<file path="src/rtl/truth_alu_pkg.sv">
package truth_alu_pkg;
  localparam int unsigned DATA_W  = 32;
  localparam int unsigned SHAMT_W = $clog2(DATA_W);

  typedef enum logic [1:0] {
    UNIT_ARITH = 2'b00,
    UNIT_LOGIC = 2'b01,
    UNIT_SHIFT = 2'b10,
    UNIT_OFF   = 2'b11
  } unit_sel_e;

  typedef enum logic [1:0] {
    SHK_NONE  = 2'b00,
    SHK_LOGIC = 2'b01,
    SHK_ARITH = 2'b10,
    SHK_ROT   = 2'b11
  } shift_kind_e;

  typedef struct packed {
    logic carry;
    logic ovf;
  } arith_flags_t;
endpackage

</file>
<file path="src/rtl/truth_alu_addsub.sv">
module truth_alu_addsub #(
  parameter int unsigned W = 32
) (
  input  logic [W-1:0] op_a,
  input  logic [W-1:0] op_b,
  input  logic         subtract,
  input  logic         cin,
  output logic [W-1:0] sum,
  output truth_alu_pkg::arith_flags_t flags
);
  logic [W-1:0] b_eff;
  logic         c_eff;
  logic [W:0]   wide;

  always_comb begin
    b_eff = subtract ? ~op_b : op_b;
    c_eff = subtract ? 1'b1 : cin;
    wide  = {1'b0, op_a} + {1'b0, b_eff} + {{W{1'b0}}, c_eff};
    sum   = wide[W-1:0];
    flags.carry = wide[W];
    flags.ovf   = (op_a[W-1] == b_eff[W-1]) && (wide[W-1] != op_a[W-1]);
  end
endmodule

</file>
<file path="src/rtl/truth_alu_logic.sv">
module truth_alu_logic #(
  parameter int unsigned W = 32
) (
  input  logic [W-1:0] op_a,
  input  logic [W-1:0] op_b,
  input  logic [3:0]   code,
  output logic [W-1:0] out
);
  for (genvar n = 0; n < W; n++) begin : g_slice
    logic [1:0] idx;
    assign idx    = {op_a[n], op_b[n]};
    assign out[n] = code[idx];
  end
endmodule

</file>
<file path="src/rtl/truth_alu_shift.sv">
module truth_alu_shift #(
  parameter int unsigned W  = 32,
  parameter int unsigned SW = $clog2(W)
) (
  input  logic [W-1:0]  op_a,
  input  logic [SW-1:0] amount,
  input  truth_alu_pkg::shift_kind_e kind,
  input  logic          to_right,
  output logic [W-1:0]  out
);
  import truth_alu_pkg::*;

  logic [W-1:0] flipped_in;
  logic [W-1:0] core_in;
  logic [W-1:0] core_out;
  logic [W-1:0] flipped_out;
  logic         fill_bit;
  logic         wrap;
  logic [W-1:0] stage [0:SW];

  for (genvar i = 0; i < W; i++) begin : g_flip
    assign flipped_in[i]  = op_a[W-1-i];
    assign flipped_out[i] = core_out[W-1-i];
  end

  assign core_in  = to_right ? op_a : flipped_in;
  assign fill_bit = (kind == SHK_ARITH) && to_right && op_a[W-1];
  assign wrap     = (kind == SHK_ROT);
  assign stage[0] = core_in;

  for (genvar k = 0; k < SW; k++) begin : g_stage
    localparam int unsigned S = 1 << k;
    logic [W-1:0] rotated;
    logic [W-1:0] filled;
    assign rotated = {stage[k][S-1:0], stage[k][W-1:S]};
    assign filled  = {{S{fill_bit}}, stage[k][W-1:S]};
    assign stage[k+1] = !amount[k] ? stage[k] : (wrap ? rotated : filled);
  end

  assign core_out = stage[SW];

  always_comb begin
    if (kind == SHK_NONE) out = op_a;
    else if (to_right)    out = core_out;
    else                  out = flipped_out;
  end
endmodule

</file>
<file path="src/rtl/truth_alu.sv">
module truth_alu (
  input  logic [31:0] a,
  input  logic [31:0] b,
  input  logic [1:0]  unit_sel,
  input  logic        sub_en,
  input  logic        carry_in,
  input  logic [3:0]  logic_code,
  input  logic [1:0]  shift_kind,
  input  logic        shift_right,
  output logic [31:0] result,
  output logic        carry_out,
  output logic        overflow,
  output logic        zero
);
  import truth_alu_pkg::*;

  localparam int unsigned W  = DATA_W;
  localparam int unsigned SW = SHAMT_W;

  logic [W-1:0]  arith_res;
  logic [W-1:0]  logic_res;
  logic [W-1:0]  shift_res;
  arith_flags_t  arith_flg;
  unit_sel_e     sel;
  shift_kind_e   kind;

  assign sel  = unit_sel_e'(unit_sel);
  assign kind = shift_kind_e'(shift_kind);

  truth_alu_addsub #(.W(W)) u_addsub (
    .op_a(a), .op_b(b), .subtract(sub_en), .cin(carry_in),
    .sum(arith_res), .flags(arith_flg)
  );

  truth_alu_logic #(.W(W)) u_logic (
    .op_a(a), .op_b(b), .code(logic_code), .out(logic_res)
  );

  truth_alu_shift #(.W(W), .SW(SW)) u_shift (
    .op_a(a), .amount(b[SW-1:0]), .kind(kind), .to_right(shift_right),
    .out(shift_res)
  );

  always_comb begin
    result    = '0;
    carry_out = 1'b0;
    overflow  = 1'b0;
    unique case (sel)
      UNIT_ARITH: begin
        result    = arith_res;
        carry_out = arith_flg.carry;
        overflow  = arith_flg.ovf;
      end
      UNIT_LOGIC: result = logic_res;
      UNIT_SHIFT: result = shift_res;
      default:    result = '0;
    endcase
    zero = (sel != UNIT_OFF) && (result == '0);
  end
endmodule

</file>
<file path="config.mk">
export PLATFORM = sky130hd
export DESIGN_NAME = truth_alu
export DESIGN_NICKNAME = d
export VERILOG_FILES = /design/src/rtl/truth_alu_pkg.sv /design/src/rtl/truth_alu_addsub.sv /design/src/rtl/truth_alu_logic.sv /design/src/rtl/truth_alu_shift.sv /design/src/rtl/truth_alu.sv
export SDC_FILE = /design/constraint.sdc
export NUM_CORES = 1
export LEC_CHECK = 0
export BUFFER_PORTS_ARGS = -buffer_cell sky130_fd_sc_hd__buf_2
export CAP_MARGIN = 10
export CORE_UTILIZATION = 60
export DETAILED_ROUTE_END_ITERATION = 16
export GPL_TIMING_DRIVEN = 0
export PLACE_DENSITY_LB_ADDON = 0.15
export SYNTH_ARGS = -nofsm -noshare
export SYNTH_HDL_FRONTEND = slang
export SYNTH_HIERARCHICAL = 1
export SYNTH_SLANG_ARGS = --single-unit
</file>
<file path="constraint.sdc">
create_clock -name vclk -period 10.2
set_input_delay 0 -clock vclk [all_inputs]
set_output_delay 0 -clock vclk [all_outputs]
set_load 0.02 [all_outputs]
</file>
==> metrics.cfg <==
[clock_tree]
cts_resized = 0
cts_hold_buf = 0
cts_setup_buffers = 0

[layout]
drive_gt1_share_pct = 27.1
stdcell_area_mm2 = 0.00824
nFlopsAndLatches = 0
multi_input_area_mm2 = 0.00694
regArea_um2 = 0
antenna_cells = 0
finalNetCount = 1122
clkbuf_count = 0
n_fill_cell = 1100
synthToLayoutAreaGrowth_pct = 9.81

[setup_path]
cp.required_ns = 10.20
cp.buffers_inverters = 4
crit_arrival_ns = 4.84
crit_type = primary input to output pin
cpLargestDelayFamily = compound AO/OA/AOI/OAI gates
cp_num_cells = 20
path_cells = clkbuf_1 -> buf_1 -> xor2_1 -> fa_1 -> inv_1 -> fa_1 -> and2b_1 -> o21ai_2 -> a31oi_4 -> a31oi_4 -> o21ai_1 -> a31oi_1 -> mux2i_1 -> nand3_1 -> mux2i_1 -> o2bb2ai_1 -> nor4_1 -> nand4_1 -> nor2_1 -> buf_2
critPathSlowestCell = buf_1
slowest_delay_ns = 0.65
critPathCapture = zero
end_kind = output pin
path_max_fanout = 10
critPathLaunchType = primary input
setup.worst_path.start = sub_en

[floorplanning]
die_x_um = 114
die_area_mm2 = 0.0130
start_util_pct = 61.9
io_pins = 110
rows = 40
core_region_area_mm2 = 0.0121
die_h_um = 114

[synth]
netlist_area_mm2 = 0.00750
yosys_warnings = 6
yosysTopAreaCellShare_pct = 17.4
synth_cells = 907
postSynthAreaPerCell_um2 = 8.27
synth_area_leader_cell = mux4_2
seq_area_frac_synth_pct = 0
synth_cell_type_count = 95
synthTopCellsByCount = 74 x mux2i_1, 71 x nor2_1, 68 x nand2_1
synth_nets = 1015
synth.area.top_cells = mux4_2 17%, mux2i_1 9.9%, ha_1 5.2%
synth_most_common_cell = mux2i_1

[sta]
max_slew_margin_pct = 36.9
maxSlewViolCount = 0
rsz0062_at_grt = false
period_share_pct = 47.4
post-route-min-period_ns = 4.84
worst_slack_ns = 5.36
worst_pin_slew_ns = 0.939
max_freq_ghz = 0.207
setup_viol_count_final = 0
tns_ns = 0
hold_violations = 0

[placement]
hpwl_mm = 26.2
pre_cts_slack_ns = 5.55
placed_area_mm2 = 0.00824
place_congestion = 1.11
numPortBuffers = 105

[routing]
detail-route-antenna-nets = 0
drc_errors = 0
viasPerCell = 7.86
drt-pass1-iter-count = 8
wl_per_cell_um = 28.3
drt-initial-drc-count = 1813
routed_wl_mm = 33.4
vias = 9270

[grt]
grt_overflow_total = 0
grt_max_degree = 12
grt_pass1_wl_mm = 49.2
antenna_found_initial = 1
track_usage_pct = 50.5
grt_pass1_vias = 8381

[power]
peakVddDrop_v = 0.0000523
powerDensity_mw_per_mm2 = 84.9
power.leakage_uw = 0.00341

[status]
outcome = finished, final reports clean

[worst_hold_path]
hold_path.class = primary input to output pin

[job]
maxCapViolCount = 0

-- worst min-delay path by stage --
| stage | from | endpoint | slack (ns) | cells past startpoint |
|---|---|---|---|---|
| 2_1_floorplan | unit_sel[1] | result[15] | 0.21 | 2 |
| 3_3_place_gp | unit_sel[1] | result[18] | 0.33 | 3 |
| 3_5_place_dp | unit_sel[1] | result[18] | 0.34 | 3 |
| 4_1_cts | unit_sel[1] | result[18] | 0.34 | 3 |
| 5_1_grt | unit_sel[1] | result[18] | 0.35 | 3 |
| 6_report | unit_sel[1] | result[27] | 0.35 | 3 |
-- tightest hold or removal path, delay by kind of cell --
family | cells | cell delay (ns)
buffers and inverters | 2 | 0.27
AO/OA/AOI/OAI | 1 | 0.07
-- cells by family after synthesis --
logic type	after synthesis	share of synthesized area, %
adder cells (fa/ha/maj)	33	5.70
XOR/XNOR	60	7.00
AO/OA/AOI/OAI	325	32.8
AND/OR/NAND/NOR	231	14.8
multiplexers	163	32.3
buffers and inverters	95	7.49
-- metrics by stage --
stage	total power (µW)	cells	util [%]	hold WS [ns]
finish	700	1180	68.0	0.347
detailed placement	659	1180	68.0	0.342
floorplan	458	907	-	0.207
CTS	661	1180	68.0	0.343
global placement	653	1180	68.0	0.335
global route	724	1180	68.0	0.355
-- cell usage in the layout (no fill, tap or decap), types with 5 or more instances in the layout --
cell type	netlist	routed
a211oi_1	11	11
a21o_1	24	24
a21oi_1	49	49
a221oi_1	5	5
a22o_1	9	9
a22oi_1	16	16
a31oi_1	13	13
buf_1	5	5
buf_2	20	125
buf_6	11	11
clkbuf_1	33	33
ha_1	31	31
inv_1	14	14
mux2_1	7	7
mux2_2	20	20
mux2i_1	74	74
mux4_2	58	58
nand2_1	68	68
nand2b_1	6	6
nand3_1	13	13
nand4_1	9	9
nor2_1	71	71
nor2b_1	6	6
nor3_1	14	14
nor4_1	11	11
o211ai_1	15	15
o21ai_0	27	27
o21ai_1	22	22
o221ai_1	5	5
o22ai_1	33	33
o2bb2ai_1	21	21
o2bb2ai_2	13	13
o31ai_1	5	5
xnor2_1	17	17
xor2_1	43	43
-- routing by layer --
metal  track usage [%]  routed length, µm
met5                 0                  0
met3              20.9               6050
met1              67.4              12300
met4              19.7               1880
met2              72.2              13200
-- final cells by class --
class / instances / area share (%)
Inverter: 16 / 0.729
Multi-Input combinational cell: 812 / 84.2
Buffer: 79 / 6.09
Tap cell: 168 / 2.55
Timing Repair Buffer: 105 / 6.38
-- power by group --
group	internal, µW	switching [µW]
combinational	260	439
clock	0	0
sequential	0	0
Power figures use the tool's default switching activity.
